`src/rtl/ivt_pkg.sv`:
```
package ivt_pkg;
  localparam int unsigned SEL_W = 2;

  typedef enum logic [SEL_W-1:0] {
    SEL_COUNT = 2'd0,
    SEL_CTRL  = 2'd1,
    SEL_LIMIT = 2'd2,
    SEL_NONE  = 2'd3
  } reg_sel_e;

  localparam int unsigned CTRL_W = 4;

  // bit order matters: it is the software-visible control layout
  typedef struct packed {
    logic pend;  // bit 3
    logic wd;    // bit 2
    logic nh;    // bit 1
    logic ie;    // bit 0
  } ctrl_t;
endpackage

```
`src/rtl/ivt_counter.sv`:
```
module ivt_counter #(
  parameter int unsigned W = 32
) (
  input  logic         clk,
  input  logic         rst,
  input  logic         run_en,
  input  logic         cnt_we,
  input  logic         lim_we,
  input  logic [W-1:0] wdata,
  output logic [W-1:0] cnt_q,
  output logic [W-1:0] lim_q,
  output logic         expire
);
  logic hit;

  assign hit    = (cnt_q == lim_q);
  // a software load on the match clock suppresses the expiry
  assign expire = run_en && hit && !cnt_we;

  always_ff @(posedge clk) begin
    if (rst) begin
      cnt_q <= '0;
    end else if (cnt_we) begin
      cnt_q <= wdata;
    end else if (run_en) begin
      cnt_q <= hit ? '0 : cnt_q + W'(1);
    end
  end

  always_ff @(posedge clk) begin
    if (rst) begin
      lim_q <= '0;
    end else if (lim_we) begin
      lim_q <= wdata;
    end
  end
endmodule

```
`src/rtl/ivt_ctrl.sv`:
```
module ivt_ctrl
  import ivt_pkg::*;
(
  input  logic              clk,
  input  logic              rst,
  input  logic              ctl_we,
  input  logic [CTRL_W-1:0] wbits,
  input  logic              expire,
  input  logic              halt_in,
  output ctrl_t             ctrl_q,
  output logic              run_en,
  output logic              irq_o,
  output logic              wdt_reset_o
);
  ctrl_t nxt;

  assign run_en = !(ctrl_q.nh && halt_in);

  always_comb begin
    nxt = ctrl_q;
    if (ctl_we) begin
      nxt.ie   = wbits[0];
      nxt.nh   = wbits[1];
      nxt.wd   = wbits[2];
      nxt.pend = ctrl_q.pend & wbits[3];
    end
    if (expire) nxt.pend = 1'b1;
  end

  always_ff @(posedge clk) begin
    if (rst) begin
      ctrl_q      <= '0;
      irq_o       <= 1'b0;
      wdt_reset_o <= 1'b0;
    end else begin
      ctrl_q      <= nxt;
      irq_o       <= nxt.pend & nxt.ie & ~nxt.wd;
      wdt_reset_o <= expire & ctrl_q.wd;
    end
  end
endmodule

```
`src/rtl/ivt_readmux.sv`:
```
module ivt_readmux
  import ivt_pkg::*;
#(
  parameter int unsigned W = 32
) (
  input  logic             clk,
  input  logic             rst,
  input  logic [SEL_W-1:0] sel,
  input  logic [W-1:0]     cnt_val,
  input  logic [W-1:0]     lim_val,
  input  ctrl_t            ctrl_val,
  output logic [W-1:0]     rdata
);
  logic [W-1:0] mux;

  always_comb begin
    unique case (reg_sel_e'(sel))
      SEL_COUNT: mux = cnt_val;
      SEL_CTRL:  mux = {{(W-CTRL_W){1'b0}}, ctrl_val};
      SEL_LIMIT: mux = lim_val;
      default:   mux = '0;
    endcase
  end

  always_ff @(posedge clk) begin
    if (rst) rdata <= '0;
    else     rdata <= mux;
  end
endmodule

```
`src/rtl/ivt_timer.sv`:
```
module ivt_timer
  import ivt_pkg::*;
#(
  parameter int unsigned W = 32
) (
  input  logic             clk,
  input  logic             rst,
  input  logic [SEL_W-1:0] reg_addr,
  input  logic             reg_we,
  input  logic [W-1:0]     reg_wdata,
  output logic [W-1:0]     reg_rdata,
  input  logic             halt_in,
  output logic             irq_o,
  output logic             wdt_reset_o
);
  logic         cnt_we, ctl_we, lim_we;
  logic         run_en, expire;
  logic [W-1:0] cnt_val, lim_val;
  ctrl_t        ctrl_q;

  assign cnt_we = reg_we && (reg_sel_e'(reg_addr) == SEL_COUNT);
  assign ctl_we = reg_we && (reg_sel_e'(reg_addr) == SEL_CTRL);
  assign lim_we = reg_we && (reg_sel_e'(reg_addr) == SEL_LIMIT);

  ivt_counter #(.W(W)) counter_i (
    .clk    (clk),
    .rst    (rst),
    .run_en (run_en),
    .cnt_we (cnt_we),
    .lim_we (lim_we),
    .wdata  (reg_wdata),
    .cnt_q  (cnt_val),
    .lim_q  (lim_val),
    .expire (expire)
  );

  ivt_ctrl ctrl_i (
    .clk         (clk),
    .rst         (rst),
    .ctl_we      (ctl_we),
    .wbits       (reg_wdata[CTRL_W-1:0]),
    .expire      (expire),
    .halt_in     (halt_in),
    .ctrl_q      (ctrl_q),
    .run_en      (run_en),
    .irq_o       (irq_o),
    .wdt_reset_o (wdt_reset_o)
  );

  ivt_readmux #(.W(W)) readmux_i (
    .clk      (clk),
    .rst      (rst),
    .sel      (reg_addr),
    .cnt_val  (cnt_val),
    .lim_val  (lim_val),
    .ctrl_val (ctrl_q),
    .rdata    (reg_rdata)
  );
endmodule

```
`config.mk`:
```
export PLATFORM = sky130hd
export DESIGN_NAME = ivt_timer
export DESIGN_NICKNAME = d
export VERILOG_FILES = /design/src/rtl/ivt_pkg.sv /design/src/rtl/ivt_counter.sv /design/src/rtl/ivt_ctrl.sv /design/src/rtl/ivt_readmux.sv /design/src/rtl/ivt_timer.sv
export SDC_FILE = /design/constraint.sdc
export NUM_CORES = 1
export LEC_CHECK = 0
export BUFFER_PORTS_ARGS = -buffer_cell sky130_fd_sc_hd__clkbuf_2
export CAP_MARGIN = 20
export CORE_ASPECT_RATIO = 0.7
export CORE_MARGIN = 2
export CORE_UTILIZATION = 57
export DETAILED_ROUTE_END_ITERATION = 12
export PLACE_DENSITY = 0.77
export SLEW_MARGIN = 20
export SYNTH_ARGS = -nofsm -noshare
export SYNTH_HDL_FRONTEND = slang
export SYNTH_HIERARCHICAL = 1
export SYNTH_SLANG_ARGS = --single-unit
```
`constraint.sdc`:
```
create_clock -name clk -period 3 [get_ports clk]
set_input_delay 0.6 -clock clk [delete_from_list [all_inputs] [get_ports clk]]
set_output_delay 0.6 -clock clk [all_outputs]
set_load 0.01 [all_outputs]
```
# Yosys cells after proc, flatten, opt, wreduce, memory -nomap -nowiden
# Index checks and enable logic that the tools add are counted.
# totals
wordCells	34
out_inout_bits	34
in_bits	38
register_bits	102
# op_classes
n_reduce_logical	9
addsub	1
mux	6
n_eq_ne	4
bitwise	5
# op_table
operator	n
2-to-1 mux 32 bit	3
case mux 32 bit (3 select lines)	1
adder 32 x 1 -> 32 bit (second input constant)	1
== test 32 bit	1
logical AND 1 bit	6
AND 1 bit	4
2-to-1 mux 4 bit	1
== test 2 x 1 -> 1 bit (second input constant)	1
== test 2 bit (second input constant)	1
zero test 1 bit	2
zero test 2 bit	1
inequality test 2 bit (second input constant)	1
2-to-1 mux 1 bit	1
NOT 1 bit	1

# Depth between registers and ports, before layout
# Gate-level depths: netlist of the first run.
# depth
ltp_word	7
mapped_depth	9
mapped_depth_nobuf	8

# Modules after synthesis
# Netlist of the first run, hierarchy kept.
# by_module_without_submodules
module	cells_each	seq_area_each_um2	n_inst	area_per_inst_um2
ivt_counter	421	1281.2	1	3563.4
ivt_readmux	113	640.6	1	1221.2
ivt_ctrl	24	120.1	1	215.2
ivt_timer	3	0.0	1	30.0

# Worst setup path after synthesis of the first run
# No wires, ideal clock.
# synth_timing
kind	register to register
start	register counter_i.cnt_q[0]
end	register counter_i.cnt_q[30]
period_less_slack_ps	2123
t_arrival_ps	2049
path_stages_with_launch	8
setup_slack_ps	877
setup_ps	74
cell_sequence	dfxtp_1 -> ha_1 -> nand3_2 -> nor4_4 -> and3_1 -> nand4_1 -> or4b_1 -> a31oi_1
# synth_via
elab_chain_cells	4
elab_cells_between_ends	5
classes_between	1 x add/sub; 1 x eq/ne; 3 x mux
# synth_rtl
element	line_no	rtl
start: declaration	ivt_counter.sv:10	output logic [W-1:0] cnt_q,
start signal: assignment	ivt_counter.sv:24	cnt_q <= wdata;
start signal: assignment	ivt_counter.sv:26	cnt_q <= hit ? '0 : cnt_q + W'(1);
adder 32 x 1 -> 32 bit / == test 32 bit (equally long branches)	ivt_counter.sv:26, ivt_counter.sv:16	
2-to-1 mux 32 bit (*)	ivt_counter.sv:26	
2-to-1 mux 32 bit (*)	ivt_counter.sv:25	end else if (run_en) begin
2-to-1 mux 32 bit (*)	ivt_counter.sv:23	end else if (cnt_we) begin
# Mark *: on every way between the ends. The rest lies on a longest branch, timed or not. The select of a mux whose other input is x is not followed.
# A chain may end at the register's enable or synchronous reset.

# Final worst setup path of the first run
# layout_timing
start	register counter_i.cnt_q[1]
end	register counter_i.cnt_q[30]
# Same word-level chain as after synthesis.

==> results.toml, run 1 <==
[global_route]
grtUsageTotal = 0.285
grt-ovfl-total = 0
antenna_found_initial = 0
grt_max_degree = 49
grt_pass1_wl_mm = 20.9
grt_pass1_vias = 4114

[timing]
skew_ns = 0.00567
fmax_mhz = 380
tns_ns = 0
worstMarginPinSlew_ns = 0.628
setup_viol = 0
period_share = 0.878
fin_crit_ns = 2.63
slew_violations = 0
holdWs_ns = 0.480
hold_viol = 0
rsz0062_at_grt = "no"
max_slew_margin = 0.578

[place]
dp_hpwl_mm = 9.22
numPortBuffers = 71
placed_area_um2 = 5480
gp_congestion = 0.977
dp_cells = 731

[worst_hold_path]
worstHoldStart = "ctrl_i/ctrl_q[2]"
whs_path_depth = 2
hold_path_end = "ctrl_i/wdt_reset_o"
hold_class = "reg -> reg"

[setup_path]
crit_required_ns = 3.27
worstSetupPathType = "reg -> reg"
cp-start-kind = "flop"
path_max_fanout = 9
rr_endpoint = "counter_i/cnt_q[30]"
crit_chain = "ha_1 -> nand3_2 -> nor4_4 -> and3_1 -> nand4_1 -> or4b_1 -> a31oi_1"
r2r_cells = 7
r2r_slack_ns = 0.37
timing.rr.start = "counter_i/cnt_q[1]"
critPathTopFamily = "simple AND/OR/NAND/NOR gates"
arrival_ns = 2.91
cp_slowest_cell = "nor4_4"
crit_path_max_incr_delay_ns = 0.56
crit_buf_inv = 0
crit_path_end_kind = "flop"

[synth]
netlist-cell-type-count = 50
async_reset_ff_frac = 0
yosys_warnings = 6
syn_nets = 600
ys_seq_elements = 102
ys_seq_area_frac = 0.406
synth_ff_type = "dfxtp_1"
synth_edf_count = 0
netlist_instances = 561
netlist_area_um2 = 5030
syn_avg_cell_area_um2 = 8.97

[floorplan]
num_rows = 28
io_pins = 72
die_w_um = 116
coreArea_um2 = 8510
dieArea_um2 = 9600
start_util = 0.591
die_h_um = 82.6

[clocking]
cts_resized = 0
worstSkewPairLatency_ns = 0.34
root_buffer = "clkbuf_16"
cts.sinks = 102
cts_tree = "built"
cts_buffers = 9
clk_pin_slew_ns = 0.06
cts_hold_buf = 0
cts_setup_buffers = 0
htree_levels = 3
clockBufferDepth = 2

[route]
vias_per_cell = 6.03
drtPass1Iterations = 6
drt_wl_total_mm = 13.2
drtIter0Drc = 412
antenna_left = 0
dr_total_vias = 4503
wl_per_cell_um = 17.7
drc = 0

[power]
p_leak_uw = 0.00229
power_uw = 3080
ir_drop_mv = 0.276
powerDensity_nw_per_um2 = 529

[finish]
final_cells = 747
nNetsFinal = 661
design_area_um2 = 5820
fillers = 706
area_delta_synth_final_pct = 15.6
num_antenna_cells = 0
drive_gt1_frac = 0.190
final_cell_mix = "nor2_1, dfxtp_1, clkbuf_2"

[run]
drv_cap = 0

[outcome]
status = "finished, final reports clean"
worst register-to-register path, delay by kind of cell (launching register included):
family	cells	cell delay, ns
simple gates	5	1.69
flops	1	0.47
fa+ha+maj	1	0.28
compound gates	1	0.13
where the power goes:
group          leakage, uW  switching, uW  internal [uW]
Combinational      0.00129            189            147
Sequential        0.000828           58.3           1400
Clock             0.000166            486            798
state kept, by name (all words and copies together) (netlist names):
register,cells
ctrl_i/wdt_reset_o,1
ctrl_i/ctrl_q,4
counter_i/cnt_q,32
counter_i/lim_q,32
ctrl_i/irq_o,1
readmux_i/rdata,32
cell families after synthesis:
family / count (synthesis) / synth area share
adder cells (fa/ha/maj): 1 / 0.00249
XOR/XNOR: 44 / 0.0766
AO/OA/AOI/OAI: 67 / 0.0923
buffers and inverters: 45 / 0.0453
multiplexers: 67 / 0.135
AND/OR/NAND/NOR: 235 / 0.243
flip-flops: 102 / 0.406
worst max-delay path by stage:
| stage | slack (ns) | to | cells past startpoint | from |
|---|---|---|---|---|
| after detailed placement | 0.46 | counter_i/cnt_q[30] | 7 | counter_i/cnt_q[0] |
| final | 0.37 | counter_i/cnt_q[30] | 7 | counter_i/cnt_q[1] |
| after CTS | 0.45 | counter_i/cnt_q[30] | 7 | counter_i/cnt_q[1] |
| after global routing | 0.27 | counter_i/cnt_q[30] | 7 | counter_i/cnt_q[0] |
| after global placement | 0.56 | counter_i/cnt_q[30] | 7 | counter_i/cnt_q[1] |
| after floorplan | 0.88 | counter_i/cnt_q[30] | 7 | counter_i/cnt_q[0] |
stage by stage:
step / worst slack [ns] / utilization
floorplan: 0.877 / -
global placement: 0.556 / 0.644
detailed placement: 0.456 / 0.644
CTS: 0.445 / 0.683
global route: 0.274 / 0.683
finish: 0.365 / 0.683
area by class of cell:
cell class                 instances  area [um^2]  area share
multi-input combinational        414         2770       0.476
sequential                       102         2040       0.351
timing repair buffer              88          495      0.0852
clock buffer                      13          270      0.0465
tap                              120          150      0.0258
clock inverter                     3         65.1      0.0112
inverter                           7         26.3     0.00452
routing by layer:
| layer | GRT usage | vias to the layer above | wire length [um] | part of all wire |
|---|---|---|---|---|
| met2 | 0.437 | 210 | 5720 | 0.43 |
| met5 | 0 | - | 0 | 0 |
| met1 | 0.390 | 2151 | 6080 | 0.46 |
| met4 | 0.105 | 0 | 314 | 0.024 |
| li1 | - | 2103 | - | - |
| met3 | 0.0737 | 39 | 1110 | 0.084 |
synthesized netlist by cell type (3+ instances only):
master	count	area [um^2]
xor2_1	4	35.0
nor3_1	6	30.0
mux2i_1	62	621
and3_1	17	106
nor4_1	6	37.5
a31oi_1	3	18.8
buf_4	3	22.5
a221oi_1	22	193
a21oi_1	18	90.1
o21ai_0	9	45.0
and2_1	4	25.0
nand4_1	20	125
nor2b_1	4	25.0
nand3_1	17	85.1
nor3b_1	14	105
clkbuf_1	17	63.8
dfxtp_1	102	2040
o211ai_1	3	22.5
mux2_2	5	56.3
buf_1	5	18.8
buf_6	5	56.3
a211oi_1	8	60.1
nand2_1	20	75.1
xnor2_1	40	350
inv_1	6	22.5
nand2b_1	7	43.8
nor2_1	102	383
buf_2	6	30.0
(Power assumes the default switching activity.)
==> inputs of run 2 (changes only) <==
==> constraint.sdc (replaced) <==
create_clock -name clk -period 3 [get_ports clk]
set_input_delay 0.3 -clock clk [delete_from_list [all_inputs] [get_ports clk]]
set_output_delay 0.3 -clock clk [all_outputs]
set_load 0.01 [all_outputs]
==> run 2 against run 1 <==
  * Clock power shrank 10%
  * Count of clock-buffer cells in the layout shrank 2
  * First-iteration DRC count grew 9.0%
  * Fmax shrank 2.0%
  * Sequential share of layout area grew 0.40 points
  * Critical path type unchanged
  * Critical endpoint unchanged
  * Highest routed layer unchanged
==> results.toml, run 2 (synthesized netlist as in run 1, its figures left out) <==
[timing]
slew_violations = 0
rsz0062_at_grt = "no"
setup_viol = 0
period_share = 0.896
tns_ns = 0
worstMarginPinSlew_ns = 1.05
fmax_mhz = 372
setup_ws_ns = 0.311
skew_ns = 0.00810
fin_crit_ns = 2.69
max_slew_margin = 0.297
hold_viol = 0

[setup_path]
crit_path_end_kind = "flop"
worstSetupPathType = "reg -> reg"
crit_path_max_incr_delay_ns = 0.60
path_max_fanout = 9
arrival_ns = 2.96
crit_chain = "ha_1 -> nand3_2 -> nor4_4 -> and3_1 -> nand4_1 -> or4b_1 -> a31oi_1"
cp_slowest_cell = "nor4_4"
cp-start-kind = "flop"
crit_required_ns = 3.27

[clocking]
htree_levels = 3
cts_buffers = 9
worstSkewPairLatency_ns = 0.35
cts_hold_buf = 0
clk_pin_slew_ns = 0.07
clockBufferDepth = 2
cts_resized = 0
cts_tree = "built"
cts.sinks = 102
root_buffer = "clkbuf_16"
cts_setup_buffers = 0

[finish]
nNetsFinal = 658
num_antenna_cells = 0
reg.largest.list = "counter_i/cnt_q (32), counter_i/lim_q (32), readmux_i/rdata (32)"
final_cells = 744
design_area_um2 = 5750
final_cell_mix = "nor2_1, dfxtp_1, clkbuf_2"
fin_util = 0.676
drive_gt1_frac = 0.184
area_delta_synth_final_pct = 14.4

[place]
placed_area_um2 = 5460
numPortBuffers = 71
dp_cells = 728
dpl_worst_slack_ns = 0.417
dp_hpwl_mm = 9.10
gp_congestion = 0.917

[floorplan]
die_w_um = 116
die_h_um = 82.6
start_util = 0.591
dieArea_um2 = 9600
io_pins = 72
coreArea_um2 = 8510
num_rows = 28

[global_route]
grtUsageTotal = 0.284
grt_pass1_wl_mm = 20.9
antenna_found_initial = 0
grt_max_degree = 50
grt_pass1_vias = 4249
grt-ovfl-total = 0

[route]
dr_total_vias = 4532
wl_per_cell_um = 17.8
vias_per_cell = 6.09
drt_wl_total_mm = 13.3
drtPass1Iterations = 5
drc = 0
drtIter0Drc = 449
antenna_left = 0

[power]
p_leak_uw = 0.00225
ir_drop_mv = 0.389
powerDensity_nw_per_um2 = 510

[run]
drv_cap = 0

[outcome]
status = "finished, final reports clean"

[worst_hold_path]
hold_class = "in -> reg"
-- run 2: cell types whose count changed in the layout (fill, tap and decap cells not counted) --
cell / before / now
bufinv_16: 2 / 1
clkbuf_8: 3 / 0
clkbuf_1: 1 / 2
clkinvlp_4: 0 / 1
clkinv_4: 0 / 2
buf_4: 16 / 13
-- run 2: per-layer routing --
metal | vias to the layer above | GRT usage | share of wire
li1 | 2114 | - | -
met5 | - | 0 | 0
met3 | 28 | 0.0562 | 0.091
met2 | 229 | 0.450 | 0.45
met4 | 0 | 0.111 | 0.017
met1 | 2161 | 0.383 | 0.44
-- run 2: power by group --
part	leakage, uW	switching, uW	internal, uW	total, uW
clock	0.000140	501	649	1150
combinational	0.00128	191	141	332
sequential	0.000828	55.0	1400	1450
-- run 2: worst paths after layout --
check / slack [ns] / start / depth (start not counted) / to
hold / removal: 0.21 / reg_wdata[15] / 3 / counter_i/lim_q[15]
setup / recovery: 0.31 / counter_i/cnt_q[0] / 7 / counter_i/cnt_q[30]
setup reg to reg: 0.31 / counter_i/cnt_q[0] / 7 / counter_i/cnt_q[30]
hold reg to reg: 0.47 / ctrl_i/ctrl_q[2] / 2 / ctrl_i/wdt_reset_o
-- run 2: area by class of cell --
type	count	area, um^2
fill	730	2760
tap	120	150
timing repair buffer	85	473
inverter	7	26.3
clock inverter	5	60.1
clock buffer	11	233
sequential	102	2040
multi-input combinational	414	2770
-- run 2: stage by stage --
stage	total power [uW]	hold slack (ns)
6_report	2940	0.213
5_1_grt	3050	0.231
4_1_cts	2940	0.214
3_5_place_dp	1810	0.452
3_3_place_gp	1800	0.472
2_1_floorplan	1690	0.371
-- run 2: worst max-delay path, delay by kind of cell (launching register included) --
kind                       cells  cell delay (ns)
and+or+nand+nor                5             1.69
DFF                            1             0.47
AOI/OAI and AO/OA              1             0.15
adders and majority gates      1             0.27
==> inputs of run 3 (changes only) <==
Settings changed: CORE_UTILIZATION 57 to 59, CTS_BUF_LIST from default to sky130_fd_sc_hd__clkbuf_4, MAX_ROUTING_LAYER from default to met4, PLACE_DENSITY 0.77 to 0.8.
==> run 3 against run 2 <==
  * Highest routed layer unchanged
  * Worst setup slack worse by 0.038 ns
  * Power down 16%
  * Via count down 3.2%
  * Critical path type unchanged
  * Clock power down 40%
  * Count of clock-buffer cells in the layout unchanged
==> results.toml, run 3 (synthesized netlist as in run 1, its figures left out) <==
[power]
p_clk_frac = 0.279
p_int_uw = 1800
ir_drop_mv = 0.282
powerDensity_nw_per_um2 = 445
p_seq_frac = 0.588
power.switching_uw = 675
power_frac_comb = 0.133
power.share.switching = 0.273
p_leak_uw = 0.00218

[global_route]
grt_pass1_wl_mm = 20.9
grt_pass1_vias = 4055
antenna_found_initial = 0
grtUsageTotal = 0.301
grt-ovfl-total = 0
grt_max_degree = 50

[setup_path]
crit_top_cell = "nor2_1"
path_max_fanout = 10
cp-start-kind = "flop"
worstSetupPathType = "reg -> reg"
cp_slowest_cell = "nor4_1"
arrival_ns = 3.14
crit_required_ns = 3.42
crit_chain = "xnor2_1 -> nand4_1 -> nor4_1 -> nand2_1 -> nor2_1 -> nor2_1 -> o21ai_0 -> and3_1"
crit_path_end_kind = "flop"
crit_path_max_incr_delay_ns = 0.61
crit_buf_inv = 0
critPathTopFamily = "simple AND/OR/NAND/NOR gates"

[route]
dr_total_vias = 4385
drt_wl_total_mm = 13.0
antenna_left = 0
drtIter0Drc = 378
vias_per_cell = 6.02
drc = 0
drtPass1Iterations = 5
wl_per_cell_um = 17.8

[place]
numPortBuffers = 71
placed_area_um2 = 5440
gp_congestion = 0.904
dpl_worst_slack_ns = 0.404
dp_hpwl_mm = 8.93

[floorplan]
die_w_um = 114
io_pins = 72
die_h_um = 81.3
coreArea_um2 = 8370
dieArea_um2 = 9290
start_util = 0.601
num_rows = 28

[finish]
area_delta_synth_final_pct = 10.4
final_cell_mix = "nor2_1, dfxtp_1, clkbuf_2"
num_antenna_cells = 0
fillers = 708
nNetsFinal = 659
multi_input_area_um2 = 2770
design_area_um2 = 5560
register_area_um2 = 2040
reg.largest.list = "counter_i/cnt_q (32), counter_i/lim_q (32), readmux_i/rdata (32)"
drive_gt1_frac = 0.183

[timing]
worstMarginPinSlew_ns = 1.07
hold_viol = 0
setup_ws_ns = 0.273
period_share = 0.909
tns_ns = 0
slew_violations = 0
rsz0062_at_grt = "no"
max_slew_margin = 0.286
fin_crit_ns = 2.73
fmax_mhz = 367
setup_viol = 0
skew_ns = 0.0201

[clocking]
cts_tree = "built"
clockBufferDepth = 2
htree_levels = 3
cts_buffers = 9
cts.sinks = 102
root_buffer = "clkbuf_4"
worstSkewPairLatency_ns = 0.47
cts_setup_buffers = 0
cts_resized = 0
cts_hold_buf = 0
clk_pin_slew_ns = 0.14

[outcome]
status = "finished, final reports clean"

[run]
drv_cap = 0

[worst_hold_path]
hold_class = "in -> reg"
==> run 3: final cells by class <==
class                   count  area share
well taps                 105      0.0236
multi-input cells         414       0.498
inverters                   7     0.00473
repair buffers             86      0.0842
clock inverters             3     0.00676
clock buffers              11      0.0149
flip-flops and latches    102       0.368
==> run 3: worst reg2reg max path: cells and delay by family (launching register included) <==
family	cells	cell delay (ns)
XOR/XNOR	1	0.48
AO/OA/AOI/OAI	1	0.12
AND/OR/NAND/NOR	6	1.65
flip-flops	1	0.43
==> run 3: final timing paths <==
| kind | startpoint | end | slack (ns) | cells after the start |
|---|---|---|---|---|
| worst min register to register | ctrl_i/ctrl_q[2] | ctrl_i/wdt_reset_o | 0.46 | 2 |
| worst min-delay path | reg_wdata[19] | counter_i/lim_q[19] | 0.09 | 3 |
| worst max-delay path | counter_i/cnt_q[17] | ctrl_i/irq_o | 0.27 | 8 |
| worst max register to register | counter_i/cnt_q[17] | ctrl_i/irq_o | 0.27 | 8 |
==> run 3: metal layers <==
layer,routed length (um),vias up,GRT usage
li1,-,2112,-
met1,6160,2068,0.419
met2,5570,182,0.436
met3,1060,23,0.0754
met4,182,0,0.0817
met5,0,-,-
==> run 3: per-stage QoR <==
stage          cells  total power [uW]   util  hold WS [ns]
2_1_floorplan    561              1690      -         0.371
3_3_place_gp     714              1800  0.649         0.438
3_5_place_dp     714              1810  0.649         0.445
4_1_cts          728              2480  0.663        0.0686
5_1_grt          728              2580  0.663        0.0764
6_report         728              2470  0.663        0.0887
==> run 3: power by group through the flow <==
stage               registers, uW  clock network [uW]  logic [uW]
finish                       1450                 690         329
global route                 1460                 756         358
CTS                          1450                 701         324
floorplan                    1470                   0         220
detailed placement           1480                   0         323
global placement             1480                   0         317
